<file path="config.mk">
export PLATFORM = sky130hd
export DESIGN_NAME = pixlink_ser
export DESIGN_NICKNAME = d
export VERILOG_FILES = /design/src/rtl/pixlink_ser_pkg.sv /design/src/rtl/pixlink_ser_settle.sv /design/src/rtl/pixlink_ser_capture.sv /design/src/rtl/pixlink_ser_framer.sv /design/src/rtl/pixlink_ser_lane.sv /design/src/rtl/pixlink_ser.sv
export SDC_FILE = /design/constraint.sdc
export NUM_CORES = 1
export LEC_CHECK = 0
export BUFFER_PORTS_ARGS = -buffer_cell sky130_fd_sc_hd__buf_2
export CORE_UTILIZATION = 47
export DETAILED_ROUTE_END_ITERATION = 10
export MAX_ROUTING_LAYER = met4
export PLACE_DENSITY = 0.63
export RECOVER_POWER = 50
export SKIP_LAST_GASP = 1
export SLEW_MARGIN = 10
export SYNTH_ARGS = -nofsm -noshare
export SYNTH_HDL_FRONTEND = slang
export SYNTH_HIERARCHICAL = 1
export SYNTH_SLANG_ARGS = --single-unit
</file>
<file path="constraint.sdc">
create_clock -name bclk -period 2.2 [get_ports bclk]
set_input_delay 0.33 -clock bclk [delete_from_list [all_inputs] [get_ports bclk]]
set_output_delay 0.33 -clock bclk [all_outputs]
set_load 0.01 [all_outputs]
</file>
<file path="src/rtl/pixlink_ser_pkg.sv">
package pixlink_ser_pkg;

   typedef enum logic {
      EDGE_FALL = 1'b0,
      EDGE_RISE = 1'b1
   } cap_edge_e;

   // modular step used to place the lane load point inside the frame
   function automatic int wrap_add(input int a, input int b, input int m);
      return (a + b) % m;
   endfunction

endpackage

</file>
<file path="src/rtl/pixlink_ser_settle.sv">
module pixlink_ser_settle #(
   parameter int SETTLE_CYCLES = 64
) (
   input  logic bclk,
   input  logic rst_n,
   input  logic pd_n,
   output logic ready
);
   localparam int CW = $clog2(SETTLE_CYCLES + 1);
   localparam logic [CW-1:0] LAST = CW'(SETTLE_CYCLES - 1);

   logic [CW-1:0] cnt_q;

   always_ff @(posedge bclk or negedge rst_n) begin
      if (!rst_n) begin
         cnt_q <= '0;
         ready <= 1'b0;
      end else if (!pd_n) begin
         cnt_q <= '0;
         ready <= 1'b0;
      end else if (!ready) begin
         if (cnt_q == LAST) begin
            ready <= 1'b1;
         end else begin
            cnt_q <= cnt_q + 1'b1;
         end
      end
   end

endmodule

</file>
<file path="src/rtl/pixlink_ser_capture.sv">
module pixlink_ser_capture
   import pixlink_ser_pkg::*;
#(
   parameter int WORD_W = 28
) (
   input  logic              bclk,
   input  logic              rst_n,
   input  logic              pclk,
   input  logic              rise_sel,
   input  logic [WORD_W-1:0] din,
   output logic [WORD_W-1:0] word_q
);
   logic      pclk_q;
   logic      hit;
   cap_edge_e sel;

   assign sel = cap_edge_e'(rise_sel);

   always_comb begin
      if (sel == EDGE_RISE) begin
         hit = pclk & ~pclk_q;
      end else begin
         hit = ~pclk & pclk_q;
      end
   end

   always_ff @(posedge bclk or negedge rst_n) begin
      if (!rst_n) begin
         pclk_q <= 1'b0;
         word_q <= '0;
      end else begin
         pclk_q <= pclk;
         if (hit) begin
            word_q <= din;
         end
      end
   end

endmodule

</file>
<file path="src/rtl/pixlink_ser_framer.sv">
module pixlink_ser_framer
   import pixlink_ser_pkg::*;
#(
   parameter int BITS          = 7,
   parameter int CLK_HIGH_BITS = 4,
   parameter int MSB_DELAY     = 2
) (
   input  logic bclk,
   input  logic rst_n,
   input  logic run,
   output logic load,
   output logic fclk_bit
);
   localparam int PW = $clog2(BITS);
   localparam int LOAD_PH = wrap_add(MSB_DELAY, BITS - 1, BITS);
   localparam logic [PW-1:0] PH_LAST = PW'(BITS - 1);
   localparam logic [PW-1:0] PH_LOAD = PW'(LOAD_PH);
   localparam logic [PW-1:0] PH_HIGH = PW'(CLK_HIGH_BITS);

   logic [PW-1:0] phase_q;

   always_ff @(posedge bclk or negedge rst_n) begin
      if (!rst_n) begin
         phase_q <= '0;
      end else if (!run) begin
         phase_q <= '0;
      end else if (phase_q == PH_LAST) begin
         phase_q <= '0;
      end else begin
         phase_q <= phase_q + 1'b1;
      end
   end

   assign load     = run && (phase_q == PH_LOAD);
   assign fclk_bit = (phase_q < PH_HIGH);

endmodule

</file>
<file path="src/rtl/pixlink_ser_lane.sv">
module pixlink_ser_lane #(
   parameter int BITS = 7
) (
   input  logic            bclk,
   input  logic            rst_n,
   input  logic            load,
   input  logic [BITS-1:0] par,
   output logic            ser
);
   logic [BITS-1:0] sh_q;

   always_ff @(posedge bclk or negedge rst_n) begin
      if (!rst_n) begin
         sh_q <= '0;
      end else if (load) begin
         sh_q <= par;
      end else begin
         sh_q <= {sh_q[BITS-2:0], 1'b0};
      end
   end

   assign ser = sh_q[BITS-1];

endmodule

</file>
<file path="src/rtl/pixlink_ser.sv">
module pixlink_ser #(
   parameter int LANES         = 4,
   parameter int BITS          = 7,
   parameter int NARROW_LANES  = 3,
   parameter int SETTLE_CYCLES = 64,
   parameter int CLK_HIGH_BITS = 4,
   parameter int MSB_DELAY     = 2,
   localparam int WORD_W       = LANES * BITS
) (
   input  logic              bclk,
   input  logic              rst_n,
   input  logic              pd_n,
   input  logic              rise_sel,
   input  logic              narrow,
   input  logic              pclk,
   input  logic [WORD_W-1:0] pdata,
   output logic [LANES-1:0]  lane_o,
   output logic [LANES-1:0]  lane_oe,
   output logic              fclk_o,
   output logic              fclk_oe,
   output logic              ready
);
   if (BITS < 2) begin : g_bad_bits
      $error("BITS must be at least 2");
   end
   if (NARROW_LANES < 1 || NARROW_LANES > LANES) begin : g_bad_narrow
      $error("NARROW_LANES must lie in 1..LANES");
   end
   if (CLK_HIGH_BITS < 1 || CLK_HIGH_BITS >= BITS) begin : g_bad_high
      $error("CLK_HIGH_BITS must lie in 1..BITS-1");
   end
   if (MSB_DELAY < 0 || MSB_DELAY >= BITS) begin : g_bad_delay
      $error("MSB_DELAY must lie in 0..BITS-1");
   end
   if (SETTLE_CYCLES < 1) begin : g_bad_settle
      $error("SETTLE_CYCLES must be at least 1");
   end

   logic [WORD_W-1:0] word_q;
   logic              load;
   logic              fclk_bit;
   logic              out_en;
   logic [LANES-1:0]  ser;
   logic [LANES-1:0]  lane_on;

   pixlink_ser_settle #(.SETTLE_CYCLES(SETTLE_CYCLES)) u_settle (
      .bclk  (bclk),
      .rst_n (rst_n),
      .pd_n  (pd_n),
      .ready (ready)
   );

   pixlink_ser_capture #(.WORD_W(WORD_W)) u_cap (
      .bclk     (bclk),
      .rst_n    (rst_n),
      .pclk     (pclk),
      .rise_sel (rise_sel),
      .din      (pdata),
      .word_q   (word_q)
   );

   pixlink_ser_framer #(
      .BITS          (BITS),
      .CLK_HIGH_BITS (CLK_HIGH_BITS),
      .MSB_DELAY     (MSB_DELAY)
   ) u_frm (
      .bclk     (bclk),
      .rst_n    (rst_n),
      .run      (ready),
      .load     (load),
      .fclk_bit (fclk_bit)
   );

   // power-down gates the enables without waiting for a clock edge
   assign out_en  = ready & pd_n;
   assign fclk_oe = out_en;
   assign fclk_o  = out_en & fclk_bit;

   for (genvar l = 0; l < LANES; l++) begin : g_lane
      pixlink_ser_lane #(.BITS(BITS)) u_lane (
         .bclk  (bclk),
         .rst_n (rst_n),
         .load  (load),
         .par   (word_q[l*BITS +: BITS]),
         .ser   (ser[l])
      );

      if (l < NARROW_LANES) begin : g_core
         assign lane_on[l] = 1'b1;
      end else begin : g_wide
         assign lane_on[l] = ~narrow;
      end

      assign lane_oe[l] = out_en & lane_on[l];
      assign lane_o[l]  = lane_oe[l] & ser[l];
   end

endmodule

</file>
==> impl_metrics.csv, run 1 <==
group,metric,value,unit
clocking,clock_latency,330,ps
critical_path,cp_slowest_cell,"and4bb_1",
critical_path,r2r_start,"u_frm/phase_q[2]",
routing,wl_per_cell,15.4,um
routing,drt_first_pass_iters,6,
synth,syn_nets,411,
timing,period_share,0.802,
global_route,antenna_found_initial,0,
clocking,cts_sinks,68,
critical_path,critPathLaunch,"u_frm/phase_q[2]",
floorplan,die_width,94.2,um
timing,finalCriticalPeriod,1760,ps
floorplan,rows,33,
flow_run,maxCapViolCount,0,
floorplan,ioPinCount,45,
power_and_ir_drop,power,3.04,mW
critical_path,cp-endpoint,"g_lane[1].u_lane/sh_q[5]",
timing,finalSetupTns,0,ps
critical_path,worstRegToRegCells,3,
critical_path,r2r_setup_slack,440,ps
timing,hold_viol_final,0,
critical_path,start_kind,"register",
synth,synth_top_flop_cell,"dfrtp_1",
critical_path,crit_fanout,21,
place,gp_congestion,0.770,
critical_path,cp-end-kind,"register",
worst_hold_path,worstHoldPathType,"in -> reg",
critical_path,crit_chain,"and4bb_1 > buf_12 > mux2_4",
timing,max_freq,567,MHz
synth,synth_area_per_cell,10.6,um^2
finish,final_nets,441,
timing,slew_viol_final,0,
place,portBuffers,44,
global_route,grt_pass1_wl,13400,um
critical_path,worst-path-buf-inv,1,
routing,vias,2889,
global_route,grt_overflow,0,
finish,layout_commonest_cell,"dfrtp_1",
synth,synth-edff-count,0,
critical_path,worstPathArrival,1980,ps
critical_path,crit_family,"simple AND/OR/NAND/NOR gates",
timing,setup_viol,0,
finish,final_layout_size_suffix_gt1_frac,0.258,
routing,via_per_inst,5.60,
synth,synthMuxAreaShare,0.0951,
finish,utilization,0.533,
critical_path,critPathKind,"reg -> reg",
clocking,tritoncts,"done",
clocking,cts.clk_slew.worst_paths,70,ps
global_route,grt_max_degree,51,
routing,drt-initial-drc-count,130,
synth,synth_area,4000,um^2
synth,synth_seq_cells,68,
synth,synthAdderAreaFrac,0.00313,
routing,totalWireLength,7920,um
global_route,grtUsageTotal,0.200,
floorplan,die_h,94.2,um
critical_path,required,2420,ps
timing,fin_skew,7.35,ps
floorplan,core_area,8220,um^2
finish,mostFrequentLayoutCells,"dfrtp_1 (67), nor2b_1 (56), o21ai_1 (56), buf_2 (44)",
place,placed_cells,499,
routing,route.detailed.drc,0,
synth,synthSimpleGateAreaFrac,0.232,
finish,syn2layout_area_growth,9.61,%
timing,worst_pin_slew,951,ps
timing,relSlewSlack,0.366,
synth,synth_compound_area_frac,0.161,
finish,fill_cells,747,
clocking,ctsLongestPathBuffers,2,
clocking,cts_buffers,9,
clocking,ctsResizeCount,0,
critical_path,cp.depth,3,
synth,yosysUniqueCellTypes,37,
place,detailed_place_hpwl,5060,um
floorplan,start_util,0.487,
finish,n_antenna_cell,0,
critical_path,timing.rr.end,"g_lane[1].u_lane/sh_q[5]",
status,outcome,"finished, final reports clean",
timing,rsz0062_at_grt,"false",
synth,ys_warn_count,6,
synth,synth_xor_area_frac,0,
critical_path,max_stage_delay,630,ps
clocking,cts-htree-levels,3,
power_and_ir_drop,p_per_area,694,nW/um^2
synth,ys_seq_area_frac,0.426,
synth,async_flop_share,1.00,
routing,ant_nets,0,
synth,synth_top_family_by_area,"simple AND/OR/NAND/NOR gates",
finish,final_cells,516,
clocking,cts_root_buf,"clkbuf_8",
global_route,grt_pass1_vias,2700,
power_and_ir_drop,vdd_ir_drop_max,0.000308,V
floorplan,dieArea,8880,um^2
power_and_ir_drop,p_leak,1.87,nW
synth,netlist_instances,376,
where the power goes:
part           switching [mW]  internal (mW)
clock network           0.456          0.728
registers               0.123           1.35
logic                   0.191          0.199
synthesized netlist by cell type (all sizes together) (2+ instances only):
| master | count | share of area |
|---|---|---|
| o21ai | 58 | 0.073 |
| inv | 3 | 0.0028 |
| o311a | 29 | 0.073 |
| nand2b | 3 | 0.0047 |
| mux2 | 24 | 0.090 |
| nand2 | 6 | 0.0056 |
| nor3 | 29 | 0.036 |
| clkbuf | 7 | 0.0066 |
| and2 | 7 | 0.013 |
| nor2b | 56 | 0.088 |
| dlymetal6s2s | 2 | 0.0063 |
| nor2 | 2 | 0.0019 |
| nor3b | 28 | 0.053 |
| and3 | 4 | 0.0075 |
| mux2i | 2 | 0.0050 |
| a31oi | 2 | 0.0031 |
| and4b | 3 | 0.0075 |
| buf | 28 | 0.069 |
| a21oi | 3 | 0.0038 |
| dfrtp | 68 | 0.43 |
cell type report:
type	count	area [um^2]	share of cell area
multi-input cells	268	1960	0.447
clock buffers	12	165	0.0377
repair buffers	56	342	0.0779
inverters	3	11.3	0.00257
clock inverters	4	70.1	0.0160
flip-flops and latches	68	1700	0.389
well taps	105	131	0.0300
registers in the layout, indices dropped and copies added (netlist names):
name                cells
u_frm/phase_q           3
u_cap/pclk_q            1
u_cap/word_q           28
g_lane.u_lane/sh_q     28
u_settle/ready          1
u_settle/cnt_q          7
stage by stage:
step / worst slack [ps] / area [um^2] / hold WS, ps
2_1_floorplan: 728 / 4000 / 34.4
3_3_place_gp: 556 / 4160 / 361
3_5_place_dp: 518 / 4160 / 356
4_1_cts: 569 / 4400 / 328
5_1_grt: 350 / 4380 / 334
6_report: 436 / 4380 / 339
worst register-to-register path: cells and delay by family (launching register included):
| family | cells | cell delay, ps |
|---|---|---|
| buffers and inverters | 1 | 260 |
| flip-flops | 1 | 420 |
| multiplexers | 1 | 340 |
| AND/OR/NAND/NOR | 1 | 630 |
logic make-up (layout without fill, tap and decap cells):
| family | after synthesis | count (layout) |
|---|---|---|
| AND/OR/NAND/NOR | 145 | 145 |
| AO/OA/AOI/OAI | 96 | 96 |
| flip-flops | 68 | 68 |
| buffers and inverters | 40 | 75 |
| multiplexers | 26 | 26 |
| adder cells (fa/ha/maj) | 1 | 1 |
routing by layer:
metal	up-vias	routed length (um)	global-route usage
met5	-	0	-
met4	0	104	0.0654
met3	8	262	0.0469
met2	57	3590	0.300
met1	1397	3960	0.266
li1	1427	-	-
worst min path at each step:
stage | startpoint | to | depth (start not counted)
after floorplan | rst_n | g_lane[0].u_lane/sh_q[0] | 0
after global placement | rst_n | u_settle/cnt_q[0] | 1
after detailed placement | rst_n | u_settle/cnt_q[2] | 1
after CTS | pd_n | u_settle/cnt_q[6] | 2
after global routing | pd_n | u_settle/cnt_q[6] | 2
final | pd_n | u_settle/cnt_q[6] | 2
repair_timing:
action | 4_1_cts | 5_1_grt
buffers inserted | 0 | 0
endpoints found under the hold margin | 22 | 0
hold buffers | 1 | 0
No activity file was read; power rests on OpenSTA's default activity.
==> run 2, diff against run 1 <==
ABC_AREA = 1   (was not set)
PLACE_DENSITY = 0.65   (was 0.63)
clock period = 1.8 ns   (was 2.2 ns; I/O delays follow)
==> impl_metrics.csv, run 2 <==
group,metric,value,unit
critical_path,cp_slowest_cell,"dfrtp_1",
routing,drt-initial-drc-count,65,
synth,synthAdderAreaFrac,0.00411,
synth,synth_seq_cells,68,
routing,route.detailed.drc,0,
floorplan,die_h,82.4,um
critical_path,crit_chain,"nand2_1 > inv_1 > buf_2",
clocking,cts_buffers,9,
routing,drt_first_pass_iters,4,
global_route,grt_overflow,0,
power_and_ir_drop,p_seq_frac,0.526,
critical_path,crit_family,"flip-flops",
finish,fin_area,3450,um^2
routing,vias,2181,
synth,syn_nets,366,
finish,multi_input_area,1060,um^2
timing,slew_viol_final,0,
critical_path,required,1530,ps
critical_path,max_stage_delay,460,ps
clocking,clock_latency,330,ps
synth,ys_warn_count,6,
floorplan,ioPinCount,45,
status,outcome,"finished, final reports clean",
clocking,ctsLongestPathBuffers,2,
timing,max_freq,682,MHz
global_route,grt_pass1_wl,8830,um
power_and_ir_drop,p_comb_frac,0.078,
clocking,cts.clk_slew.worst_paths,70,ps
routing,totalWireLength,5020,um
finish,layout_commonest_cell,"nand2_1",
worst_hold_path,min_to,"u_cap/pclk_q",
synth,synthMuxAreaShare,0,
synth,async_flop_share,1.00,
routing,via_per_inst,4.79,
finish,final_layout_size_suffix_gt1_frac,0.258,
floorplan,die_width,82.4,um
critical_path,critPathKind,"reg -> out",
global_route,grt_max_degree,69,
worst_hold_path,worstHoldPathType,"in -> reg",
routing,wl_per_cell,11.0,um
global_route,grt_pass1_vias,2056,
floorplan,start_util,0.499,
power_and_ir_drop,vdd_ir_drop_max,0.000548,V
finish,syn2layout_area_growth,13.5,%
synth,synth_compound_area_frac,0.0107,
finish,mostFrequentLayoutCells,"nand2_1 (147), dfrtp_1 (68), buf_2 (43), inv_1 (22), nand3_2 (22)",
clocking,cts_sinks,68,
timing,finalSetupTns,0,ps
timing,whs,101,ps
global_route,grtUsageTotal,0.178,
synth,yosysMostFrequentCell,"nand2_1",
timing,worst_pin_slew,899,ps
synth,synth_area_leaders,"dfrtp_1 (56%), nand2_1 (18%), nand3_2 (7.2%)",
synth,yosysTopAreaCellShare,0.559,
timing,relSlewSlack,0.401,
synth,synth_area,3040,um^2
place,portBuffers,44,
synth,synth-edff-count,0,
critical_path,timing.rr.end,"g_lane[0].u_lane/sh_q[2]",
floorplan,rows,28,
finish,seqCellArea,1700,um^2
power_and_ir_drop,p_sw,0.733,mW
worst_hold_path,hold_depth,1,
synth,netlist_instances,331,
clocking,post_cts.repair.setup_buffers,0,
clocking,cts_root_buf,"clkbuf_8",
clocking,ctsResizeCount,0,
critical_path,worst-path-buf-inv,2,
power_and_ir_drop,p_int,2.53,mW
critical_path,cp-end-kind,"output pin",
timing,finalCriticalPeriod,1470,ps
critical_path,start_kind,"register",
timing,setup_viol,0,
critical_path,r2r_start,"u_settle/ready",
critical_path,worstRegToRegCells,6,
global_route,antenna_found_initial,0,
synth,synth_area_per_cell,9.19,um^2
critical_path,crit_fanout,6,
synth,yosysUniqueCellTypes,24,
timing,rsz0062_at_grt,"false",
synth,synth_top_area_cell,"dfrtp_1",
finish,n_antenna_cell,0,
place,detailed_place_hpwl,3340,um
finish,fill_cells,597,
finish,largestRegisters,"g_lane.u_lane/sh_q (28), u_cap/word_q (28), u_settle/cnt_q (7)",
finish,final_nets,412,
timing,fin_skew,6.51,ps
synth,synth_top_flop_cell,"dfrtp_1",
floorplan,dieArea,6800,um^2
power_and_ir_drop,swShare,0.225,
clocking,cts-htree-levels,3,
critical_path,r2r_setup_slack,420,ps
power_and_ir_drop,p_leak,1.97,nW
flow_run,maxCapViolCount,0,
synth,synthTopCellsByCount,"nand2_1 (146), dfrtp_1 (68), inv_1 (22), nand3_2 (22), nand3_1 (18)",
synth,synth_top_family_by_area,"simple AND/OR/NAND/NOR gates",
worst_hold_path,hold_start,"pclk",
synth,ys_seq_area_frac,0.559,
floorplan,core_area,6100,um^2
clocking,tritoncts,"done",
timing,period_share,0.814,
place,gp_congestion,0.726,
synth,synthSimpleGateAreaFrac,0.332,
power_and_ir_drop,clockPowerShare,0.397,
critical_path,worstPathArrival,1200,ps
power_and_ir_drop,p_per_area,946,nW/um^2
synth,synth_xor_area_frac,0.00576,
routing,ant_nets,0,
place,place_area,3260,um^2
timing,hold_viol_final,0,
==> run 2: cell count changes in the layout (fill, tap and decap cells not counted), sizes merged, moves of 24 or more <==
| cell | delta |
|---|---|
| inv | +25 |
| mux2 | -24 |
| nand2 | +145 |
| nand3 | +39 |
| nor2b | -56 |
| nor3 | -27 |
| nor3b | -28 |
| o21ai | -55 |
| o311a | -29 |
==> run 2: cells by family after synthesis <==
group / Yosys count
XOR/XNOR: 2
AND/OR/NAND/NOR: 210
flip-flops: 68
AO/OA/AOI/OAI: 6
adder cells (fa/ha/maj): 1
buffers and inverters: 44
==> run 2: worst max-delay path by stage <==
stage / endpoint / depth (start not counted) / from
6_report: fclk_oe / 3 / u_settle/ready
5_1_grt: fclk_oe / 3 / u_settle/ready
4_1_cts: fclk_oe / 3 / u_settle/ready
3_5_place_dp: g_lane[1].u_lane/sh_q[3] / 6 / u_settle/ready
3_3_place_gp: g_lane[1].u_lane/sh_q[3] / 6 / u_settle/ready
2_1_floorplan: g_lane[0].u_lane/sh_q[1] / 6 / u_settle/ready
==> run 2: final cells by class <==
class / count / share of cell area
Sequential cell: 68 / 0.493
Multi-Input combinational cell: 219 / 0.309
Timing Repair Buffer: 51 / 0.0794
Clock buffer: 13 / 0.0518
Inverter: 28 / 0.0312
Tap cell: 75 / 0.0272
Clock inverter: 1 / 0.00870
==> run 2: worst reg2reg max path: stages (launching register included) <==
cell	delay [ps]
dfrtp_1	460
nand2_1	100
nor3_2	110
buf_4	340
inv_2	130
nand2_1	90
nand2_1	50
==> run 2: what timing repair did <==
| item | in CTS | in global routing |
|---|---|---|
| hold endpoints to repair | 68 | 0 |
| endpoints found under the setup margin | 0 | 0 |
| hold buffers | 1 | 0 |
==> run 2: per-stage QoR <==
| stage | cells | worst slack [ps] | power [mW] | utilization |
|---|---|---|---|---|
| 2_1_floorplan | 331 | 525 | 1.91 | - |
| 3_3_place_gp | 440 | 451 | 2.00 | 0.534 |
| 3_5_place_dp | 440 | 417 | 2.01 | 0.534 |
| 4_1_cts | 455 | 298 | 3.31 | 0.570 |
| 5_1_grt | 455 | 176 | 3.42 | 0.566 |
| 6_report | 455 | 335 | 3.27 | 0.566 |
==> run 2: metal layers <==
metal / vias to the layer above / GRT usage / part of all wire
met5: - / - / 0
met4: 0 / 0.0789 / 0.015
met3: 7 / 0.0396 / 0.039
li1: 1104 / - / -
met2: 47 / 0.276 / 0.46
met1: 1023 / 0.225 / 0.49
==> run 2: power groups by stage <==
stage	clock, mW	combinational, mW	sequential, mW
4_1_cts	1.32	0.265	1.72
6_report	1.30	0.254	1.72
5_1_grt	1.40	0.295	1.73
3_3_place_gp	0	0.256	1.74
3_5_place_dp	0	0.263	1.75
2_1_floorplan	0	0.182	1.73
==> run 3, diff against run 2 <==
clock period = 1.42 ns   (was 1.8 ns; I/O delays follow)
==> impl_metrics.csv, run 3 (synthesis gave the netlist of run 2 again) <==
group,metric,value,unit
status,outcome,"finished, final reports clean",
timing,relSlewSlack,0.446,
routing,wl_met2,2290,um
finish,mostFrequentLayoutCells,"nand2_1 (146), dfrtp_1 (68), buf_2 (43), nand3_2 (23), inv_1 (22)",
timing,finalCriticalPeriod,1330,ps
critical_path,cp.depth,4,
critical_path,crit_fanout,5,
timing,setup_viol,0,
timing,worst_pin_slew,830,ps
global_route,grtUsageTotal,0.179,
critical_path,worstRegToRegCells,8,
power_and_ir_drop,vdd_ir_drop_max,0.000776,V
critical_path,max_stage_delay,390,ps
routing,totalWireLength,5050,um
critical_path,critPathLaunch,"u_settle/ready",
floorplan,die_h,82.4,um
clocking,cts_sinks,68,
clocking,cts.clk_slew.worst_paths,70,ps
timing,layout_setup_ws,91.3,ps
floorplan,die_width,82.4,um
routing,routed-wl-met3,247,um
clocking,cts_buffers,9,
timing,rsz0062_at_grt,"true",
finish,utilization,0.574,
critical_path,cp-end-kind,"output pin",
routing,drt_first_pass_iters,4,
worst_hold_path,hold_start,"pclk",
clocking,cts-htree-levels,3,
routing,ant_nets,0,
finish,syn2layout_area_growth,15.0,%
timing,max_freq,753,MHz
place,placed_cells,441,
place,place_ws,165,ps
timing,slew_viol_final,0,
finish,layout_commonest_cell,"nand2_1",
global_route,grt_pass1_vias,2014,
routing,met1Wirelength,2440,um
routing,route.detailed.drc,0,
finish,final_nets,414,
timing,whs,42.4,ps
floorplan,start_util,0.499,
finish,largestRegisters,"g_lane.u_lane/sh_q (28), u_cap/word_q (28), u_settle/cnt_q (7)",
global_route,grt_pass1_wl,8600,um
global_route,antenna_found_initial,0,
critical_path,required,1210,ps
place,portBuffers,44,
critical_path,worstPathArrival,1120,ps
timing,hold_viol_final,0,
floorplan,dieArea,6800,um^2
critical_path,start_kind,"register",
floorplan,core_area,6100,um^2
routing,via_per_inst,4.71,
critical_path,critPathKind,"reg -> out",
critical_path,r2r_start,"u_settle/cnt_q[0]",
clocking,clock_latency,330,ps
finish,final_layout_size_suffix_gt1_frac,0.273,
timing,fin_skew,6.71,ps
power_and_ir_drop,p_per_area,1170,nW/um^2
clocking,cts_root_buf,"clkbuf_8",
worst_hold_path,hold_depth,1,
place,detailed_place_hpwl,3260,um
critical_path,cp_slowest_cell,"dfrtp_1",
routing,wl_per_cell,11.0,um
power_and_ir_drop,p_leak,1.99,nW
global_route,grt_max_degree,69,
timing,period_share,0.936,
routing,vias,2162,
global_route,grt_overflow,0,
floorplan,ioPinCount,45,
routing,drt-initial-drc-count,58,
finish,n_antenna_cell,0,
critical_path,crit_family,"flip-flops",
flow_run,maxCapViolCount,0,
finish,fin_area,3500,um^2
finish,final_cells,459,
power_and_ir_drop,power,4.09,mW
critical_path,worst-path-buf-inv,3,
clocking,tritoncts,"done",
worst_hold_path,worstHoldPathType,"in -> reg",
place,place_area,3280,um^2
critical_path,crit_chain,"buf_6 > nand2_4 > inv_1 > buf_2",
floorplan,rows,28,
place,gp_congestion,0.802,
clocking,ctsLongestPathBuffers,2,
timing,finalSetupTns,0,ps
routing,top_layer_used,"met4",
-- run 3: final timing paths --
path                       slack, ps                       end
setup / recovery                  90                   fclk_oe
hold / removal                    40              u_cap/pclk_q
setup reg to reg                 170         u_settle/cnt_q[5]
hold reg to reg                  440  g_lane[1].u_lane/sh_q[2]
max in group asynchronous        280          u_cap/word_q[14]
min in group asynchronous        600         u_settle/cnt_q[3]
-- run 3: worst reg2reg max path, stage by stage, from the launching register on --
cell	delay (ps)
dfrtp_1	410
ha_1	240
nand2_2	110
nor2_4	50
nand2_4	100
nand2_8	70
nor2_2	100
nand2_1	60
nand2_1	50
-- run 3: final cells by class --
class	count	area, um^2
sequential	68	1700
clock inverter	4	47.5
clock buffer	12	155
multi-input combinational	219	1090
inverter	28	108
tap	75	93.8
timing repair buffer	53	305
fill	591	2600
-- run 3: layer usage --
layer | vias to the layer above | track usage
met5 | - | -
met4 | 0 | 0.0579
li1 | 1116 | -
met1 | 991 | 0.209
met3 | 6 | 0.0659
met2 | 49 | 0.286
-- run 3: power breakdown --
group	switching, mW	total [mW]	internal, mW
clock	0.687	1.59	0.901
combinational	0.181	0.330	0.149
sequential	0.0925	2.17	2.08
-- run 3: repair_timing --
item                                    in CTS  in global routing
hold endpoints to repair                    68                  0
resized for setup                            1                  3
pin swaps                                    0                  1
endpoints found under the setup margin       8                 10
buffers inserted                             0                  1
hold buffers                                 1                  0
